$ cat src/rtl/seg_addr_gen.sv
module seg_addr_gen #(
  parameter int OW      = 16,
  parameter int SHIFT   = 4,
  parameter int LW      = 3,
  parameter int NSEG    = 4,
  parameter int CODE_RST = (1 << OW) - 1
) (
  input  logic                  clk,
  input  logic                  rst_n,
  input  logic                  seg_we,
  input  logic [1:0]            seg_sel,
  input  logic [OW-1:0]         seg_wdata,
  input  logic [1:0]            acc_type,
  input  logic [1:0]            ofs_src,
  input  logic [OW-1:0]         ofs_direct,
  input  logic [OW-1:0]         ofs_index,
  input  logic [OW-1:0]         sp_val,
  input  logic [LW-1:0]         ilen,
  input  logic                  ip_adv,
  output logic [OW+SHIFT-1:0]   phys_addr,
  output logic [OW-1:0]         ip_out
);
  localparam int AW = OW + SHIFT;
  localparam logic [1:0] ACC_CODE  = 2'd0;
  localparam logic [1:0] ACC_STACK = 2'd2;

  logic [OW-1:0] seg_q [NSEG];
  logic [OW-1:0] ip_q;
  logic [OW-1:0] ofs;
  logic [OW-1:0] seg_cur;

  always_ff @(posedge clk) begin
    if (!rst_n) begin
      for (int i = 0; i < NSEG; i++)
        seg_q[i] <= (i == 0) ? OW'(CODE_RST) : '0;
    end else if (seg_we) begin
      seg_q[seg_sel] <= seg_wdata;
    end
  end

  always_ff @(posedge clk) begin
    if (!rst_n)      ip_q <= '0;
    else if (ip_adv) ip_q <= ip_q + OW'(ilen);
  end

  always_comb begin
    if (acc_type == ACC_CODE)       ofs = ip_q;
    else if (acc_type == ACC_STACK) ofs = sp_val;
    else begin
      case (ofs_src)
        2'd0:    ofs = ofs_direct;
        2'd1:    ofs = ofs_index;
        default: ofs = sp_val;
      endcase
    end
  end

  assign seg_cur   = seg_q[acc_type];
  assign phys_addr = (AW'(seg_cur) << SHIFT) + AW'(ofs);
  assign ip_out    = ip_q;

  AST_IP_STEP: assert property (@(posedge clk) disable iff (!rst_n)
    ip_adv |=> ip_out == OW'($past(ip_out) + OW'($past(ilen))));
  AST_IP_HOLD: assert property (@(posedge clk) disable iff (!rst_n)
    !ip_adv |=> $stable(ip_out));
  AST_CODE_NIBBLE: assert property (@(posedge clk) disable iff (!rst_n)
    acc_type == ACC_CODE |-> phys_addr[SHIFT-1:0] == ip_out[SHIFT-1:0]);
  AST_STACK_NIBBLE: assert property (@(posedge clk) disable iff (!rst_n)
    acc_type == ACC_STACK |-> phys_addr[SHIFT-1:0] == sp_val[SHIFT-1:0]);

  for (genvar g = 0; g < NSEG; g++) begin : g_seg_chk
    AST_SEG_KEEP: assert property (@(posedge clk) disable iff (!rst_n)
      !(seg_we && seg_sel == 2'(g)) |=> $stable(seg_q[g]));
    AST_SEG_LOAD: assert property (@(posedge clk) disable iff (!rst_n)
      (seg_we && seg_sel == 2'(g)) |=> seg_q[g] == $past(seg_wdata));
  end
endmodule

$ cat config.mk
export PLATFORM = sky130hd
export DESIGN_NAME = seg_addr_gen
export DESIGN_NICKNAME = d
export VERILOG_FILES = /design/src/rtl/seg_addr_gen.sv
export SDC_FILE = /design/constraint.sdc
export NUM_CORES = 1
export LEC_CHECK = 0
export BUFFER_PORTS_ARGS = -buffer_cell sky130_fd_sc_hd__buf_2
export CAP_MARGIN = 20
export CORE_MARGIN = 2
export CORE_UTILIZATION = 59
export DETAILED_ROUTE_END_ITERATION = 10
export PLACE_DENSITY = 0.92
export REMOVE_ABC_BUFFERS = 1
export SLEW_MARGIN = 20
export SYNTH_ARGS = -nofsm -noshare
export SYNTH_HDL_FRONTEND = slang
export SYNTH_SLANG_ARGS = --single-unit
$ cat constraint.sdc
create_clock -name clk -period 7.73 [get_ports clk]
set_input_delay 0.3865 -clock clk [delete_from_list [all_inputs] [get_ports clk]]
set_output_delay 0.3865 -clock clk [all_outputs]
set_load 0.01 [all_outputs]
==> impl_metrics.tcl, run 1 <==
set metrics [dict create \
    status "finished clean" \
    die_area_um2 9010 \
    worstSetupStartpointType "input pin" \
    yosys.area_share.simple_pct 18.7 \
    ctsResizeCount 0 \
    hold_path_end "seg_q[0][13]" \
    setup_violations 0 \
    slew_headroom_pct 33.7 \
    grt_pass1_wl_um 17700 \
    rsz0062_at_grt "no" \
    drive_gt1_share_pct 28.0 \
    critical_path_class "input pin to output pin" \
    r2r-end "ip_out[12]" \
    fin_nets 632 \
    hp-start "seg_wdata[13]" \
    setup_ws_ns 3.90 \
    ys_seq_elements 80 \
    cts_setup_buffers 0 \
    mostFrequentLayoutCells "buf_2 (112), edfxtp_1 (64), nand2_1 (49)" \
    finalHoldViolCount 0 \
    fin_tns_setup_ns 0 \
    routedWlPerCell_um 17.7 \
    drc 0 \
    synth-compound-area-share_pct 9.00 \
    ys_seq_area_share_pct 45.9 \
    async_flop_share_pct 0 \
    synth_xor_area_share_pct 4.13 \
    die_w_um 94.9 \
    grt_max_degree 49 \
    ios 113 \
    crit_arrival_ns 3.44 \
    fillers 589 \
    port_buffers 112 \
    root_buffer "clkbuf_8" \
    cp_max_fo 48 \
    synth_area_per_cell_um2 11.2 \
    dp_hpwl_um 7920 \
    synth_cell_types 45 \
    die_h_um 94.9 \
    fin_area_um2 5680 \
    cts_buffer_depth 2 \
    clkSinkCount 80 \
    clock_skew_ns 0.00932 \
    regToRegStartpoint "ip_out[0]" \
    crit_slowest_cell "mux4_2" \
    cts_buffers 9 \
    clk_pin_slew_ns 0.09 \
    peakVddDrop_v 0.000118 \
    worst_slew_pin_slew_ns 0.990 \
    slew_violations 0 \
    drt_first_pass_iters 4 \
    final_common_cell "buf_2" \
    p_per_area_nw_per_um2 193 \
    cts_tree "built" \
    ys.warnings.count 0 \
    insertion_delay_ns 0.36 \
    synthMuxAreaShare_pct 14.8 \
    post_dp_cell_area_um2 5480 \
    start_util_pct 60.0 \
    core_area_um2 8130 \
    syn_area_um2 4880 \
    grt_pass1_vias 3733 \
    worstPathCellList "buf_2 -> buf_4 -> mux4_2 -> ha_1 -> fa_1 -> a21o_1 -> a221oi_4 -> a21oi_1 -> a311o_1 -> buf_2" \
    layout-area-overhead-vs-synth_pct 16.5 \
    max_freq_mhz 261 \
    slowest_delay_ns 0.58 \
    synth_top_family_by_area "simple AND/OR/NAND/NOR gates" \
    finalWirelength_um 11500 \
    cts.htree.levels 3 \
    critPathTopFamily "compound AO/OA/AOI/OAI gates" \
    hold_buffers 0 \
    drt_iter0_drc 136 \
    timing.final.crit_share_pct 49.5 \
    vias_per_cell 5.88 \
    grt_usage_pct 26.2 \
    min_path_type "input pin to flip-flop" \
    end_kind "output pin" \
    place_congestion 0.927 \
    multiInputGateArea_um2 2510 \
    ff2ff_path_depth 7 \
    rrSetupSlack_ns 5.54 \
    synth-edff-count 64 \
    drv_cap 0 \
    antennaDiodeCount 0 \
    synthAdderAreaFrac_pct 4.67 \
    synthFlopType "edfxtp_1" \
    min_period_ns 3.83 \
    crit_path_frequent_cell "buf_2" \
    hold_path_depth 2 \
    num_rows 33 \
    antenna_left 0 \
    pre_cts_slack_ns 3.95 \
    grt_overflow 0 \
    required_ns 7.34 \
    synthCells 437 \
    p_total_mw 1.09 \
    p_leak_nw 2.45 \
    vias 3810 \
    seq_area_um2 2240 \
    critPathBufInv 3 \
    antenna_found_initial 0 \
]
==> power by group <==
part / switching (mW) / internal [mW]
combinational: 0.153 / 0.118
clock: 0.168 / 0.153
sequential: 0.00920 / 0.493
total: 0.330 / 0.765
==> state kept, by name, summed over array words and instances, names as in the netlist <==
register	cells
seg_q	64
ip_out	16
==> worst reg2reg max path: stages, from the launching register on <==
cell      delay [ns]
dfxtp_1         0.38
ha_1            0.18
inv_1           0.05
fa_1            0.41
nand2b_1        0.20
a211o_1         0.36
or3_1           0.37
a21boi_1        0.16
==> cells in the mapped netlist (12+ instances only) <==
library cell / number / area (um2)
and3_1: 18 / 113
nand2_1: 49 / 184
clkbuf_1: 13 / 48.8
o21ai_0: 43 / 215
edfxtp_1: 64 / 1920
and2_1: 41 / 257
a21oi_1: 12 / 60.1
dfxtp_1: 16 / 320
mux4_2: 15 / 338
ha_1: 15 / 188
nand2b_1: 19 / 119
xor2_1: 15 / 131
mux2i_1: 36 / 360
==> worst max path at each step <==
| stage | start | to | slack (ns) | cells after the start |
|---|---|---|---|---|
| after floorplan | acc_type[0] | phys_addr[14] | 4.89 | 7 |
| after global placement | acc_type[0] | phys_addr[14] | 3.99 | 10 |
| after detailed placement | acc_type[0] | phys_addr[14] | 3.95 | 10 |
| after CTS | acc_type[0] | phys_addr[14] | 3.93 | 10 |
| after global routing | acc_type[0] | phys_addr[18] | 3.74 | 11 |
| final | acc_type[0] | phys_addr[14] | 3.90 | 10 |
==> final cells by class <==
type / count / area share (%)
flip-flops and latches: 80 / 39.5
well taps: 105 / 2.31
clock buffers: 9 / 2.18
multi-input cells: 328 / 44.3
repair buffers: 113 / 10.0
clock inverters: 7 / 1.41
inverters: 6 / 0.396
==> through the flow <==
step                cells  hold slack, ns  utilization, %
CTS                   648           0.311            69.9
detailed placement    632           0.484            67.4
global route          648           0.323            69.9
finish                648           0.321            69.9
floorplan             414           0.497               -
global placement      632           0.468            67.3
==> kinds of logic after synthesis <==
group,Yosys count
multiplexers,52
AO/OA/AOI/OAI,74
flip-flops,80
adder cells (fa/ha/maj),17
XOR/XNOR,23
buffers and inverters,29
AND/OR/NAND/NOR,162
==> per-layer routing <==
metal | wire length [um] | GRT usage [%]
met5 | 0 | 0
met4 | 225 | 10.7
met3 | 712 | 4.63
met2 | 5820 | 47.0
met1 | 4730 | 30.8
(Power assumes the default switching activity.)
==> run 2: changes to the inputs <==
--- a/config.mk
+++ b/config.mk
@@ -8,9 +8,9 @@
 export BUFFER_PORTS_ARGS = -buffer_cell sky130_fd_sc_hd__buf_2
 export CAP_MARGIN = 20
 export CORE_MARGIN = 2
-export CORE_UTILIZATION = 59
+export CORE_UTILIZATION = 55
 export DETAILED_ROUTE_END_ITERATION = 10
-export PLACE_DENSITY = 0.92
+export PLACE_DENSITY = 0.87
 export REMOVE_ABC_BUFFERS = 1
 export SLEW_MARGIN = 20
 export SYNTH_ARGS = -nofsm -noshare
==> constraint.sdc (replaced) <==
create_clock -name clk -period 3.6 [get_ports clk]
set_input_delay 0.18 -clock clk [delete_from_list [all_inputs] [get_ports clk]]
set_output_delay 0.18 -clock clk [all_outputs]
set_load 0.01 [all_outputs]
==> run 2 against run 1 <==
  * Via count rose by 0.76%
  * Die area up 7.0%
  * Combinational power increased by 120%
  * Clock skew is 0.00077 ns lower
  * Critical endpoint unchanged
==> impl_metrics.tcl, run 2 (same netlist as run 1, synthesis figures left out) <==
set metrics [dict create \
    timing.final.crit_share_pct 91.9 \
    die_area_um2 9640 \
    vias_per_cell 5.83 \
    regToRegStartpoint "ip_out[0]" \
    p_leak_nw 2.49 \
    grt_use_met2_pct 46.3 \
    hp-start "seg_wdata[0]" \
    setup_violations 0 \
    clock_skew_ns 0.00855 \
    clkSinkCount 80 \
    port_buffers 112 \
    cts_buffers 9 \
    core_area_um2 8680 \
    rrSetupSlack_ns 1.44 \
    worstPathCellList "mux4_2 -> ha_1 -> fa_1 -> a21o_1 -> a221oi_4 -> a21oi_1 -> a311o_1 -> buf_2" \
    grt.busiest_layer "met2" \
    stdcell_count 659 \
    peakVddDrop_v 0.000221 \
    mostFrequentLayoutCells "buf_2 (112), edfxtp_1 (64), nand2_1 (49)" \
    use_met1_pct 31.1 \
    cts_tree "built" \
    worst_slew_pin_slew_ns 0.950 \
    ctsResizeCount 0 \
    dp.cells 643 \
    insertion_delay_ns 0.35 \
    cts_buffer_depth 2 \
    num_rows 34 \
    final_common_cell "buf_2" \
    clk_pin_slew_ns 0.09 \
    crit_path_start "seg_q[3][0]" \
    ios 113 \
    use_met3_pct 4.37 \
    cts_setup_buffers 0 \
    crit_end "phys_addr[14]" \
    routedWlPerCell_um 18.4 \
    slowest_delay_ns 0.48 \
    fin_tns_setup_ns 0 \
    drc 0 \
    min_path_type "input pin to flip-flop" \
    start_util_pct 56.2 \
    antennaDiodeCount 0 \
    rsz0062_at_grt "no" \
    ff2ff_path_depth 7 \
    required_ns 3.42 \
    p_per_area_nw_per_um2 410 \
    die_h_um 98.2 \
    crit_arrival_ns 3.13 \
    drt_iter0_drc 178 \
    antenna_left 0 \
    grt_pass1_vias 3921 \
    largest_reg_flops 64 \
    drive_gt1_share_pct 28.9 \
    vias 3839 \
    drt_first_pass_iters 4 \
    drv_cap 0 \
    status "finished clean" \
    finalHoldViolCount 0 \
    grt_pass1_wl_um 19200 \
    slew_violations 0 \
    antenna_found_initial 0 \
    regMostFlops "seg_q" \
    fillers 692 \
    die_w_um 98.2 \
    critical_path_class "flip-flop to output pin" \
    max_freq_mhz 302 \
    grt_overflow 0 \
    hold_buffers 0 \
    fin_nets 640 \
    worstSetupStartpointType "flip-flop" \
    cp_max_fo 4 \
    root_buffer "clkbuf_8" \
    dp_hpwl_um 8730 \
    min_period_ns 3.31 \
    place_congestion 0.884 \
    grt_usage_pct 25.4 \
    cts.htree.levels 3 \
    slew_headroom_pct 36.4 \
    crit_slowest_cell "mux4_2" \
    finalWirelength_um 12100 \
    grt_max_degree 42 \
    layout-area-overhead-vs-synth_pct 17.7 \
    end_kind "output pin" \
    r2r-end "ip_out[12]" \
]
-- run 2: cell types whose count changed in the layout (fill, tap and decap cells not counted) --
cell	previous run	this run
inv_8	1	0
nor3_2	1	2
clkinv_2	0	1
clkinv_4	3	0
nor3_4	1	0
buf_4	1	8
inv_6	1	3
buf_12	0	1
clkinv_1	1	2
-- run 2: area by class of cell --
type                            instances  area (um2)  area share (%)
Multi-Input combinational cell        328        2510            43.7
Sequential cell                        80        2240            39.0
Timing Repair Buffer                  121         641            11.2
Tap cell                              108         135            2.35
Clock buffer                            9         124            2.16
Clock inverter                          7        68.8            1.20
Inverter                                6        22.5           0.392
-- run 2: where the power goes --
part           internal (mW)  switching [mW]
logic                  0.258           0.336
clock network          0.322           0.352
registers               1.06          0.0236
-- run 2: per-layer routing --
| metal | vias to the layer above | share of wire [%] |
|---|---|---|
| li1 | 1817 | - |
| met1 | 1828 | 40 |
| met2 | 174 | 51 |
| met3 | 20 | 7.2 |
| met4 | 0 | 1.7 |
| met5 | - | 0 |
-- run 2: through the flow --
stage | power (mW) | area [um2] | hold WS (ns) | setup WS (ns) | util [%]
2_1_floorplan | 1.44 | 4770 | 0.302 | 1.03 | -
3_3_place_gp | 1.66 | 5550 | 0.472 | 0.616 | 63.9
3_5_place_dp | 1.69 | 5550 | 0.475 | 0.533 | 63.9
4_1_cts | 2.35 | 5740 | 0.103 | 0.312 | 66.2
5_1_grt | 2.45 | 5740 | 0.112 | 0.122 | 66.2
6_report | 2.35 | 5740 | 0.111 | 0.292 | 66.2
-- run 2: worst max-delay path, delay by kind of cell (launching register included) --
| kind | cells | cell delay, ns |
|---|---|---|
| flip-flops | 1 | 0.40 |
| buffers and inverters | 1 | 0.14 |
| AO/OA/AOI/OAI | 4 | 1.13 |
| multiplexers | 1 | 0.48 |
| adder cells (fa/ha/maj) | 2 | 0.62 |
-- run 2: worst min-delay path by stage --
| stage | end | slack (ns) | cells past startpoint |
|---|---|---|---|
| 2_1_floorplan | ip_out[13] | 0.30 | 1 |
| 3_3_place_gp | ip_out[15] | 0.47 | 2 |
| 3_5_place_dp | seg_q[0][0] | 0.48 | 2 |
| 4_1_cts | seg_q[0][0] | 0.10 | 2 |
| 5_1_grt | seg_q[0][0] | 0.11 | 2 |
| 6_report | seg_q[0][0] | 0.11 | 2 |
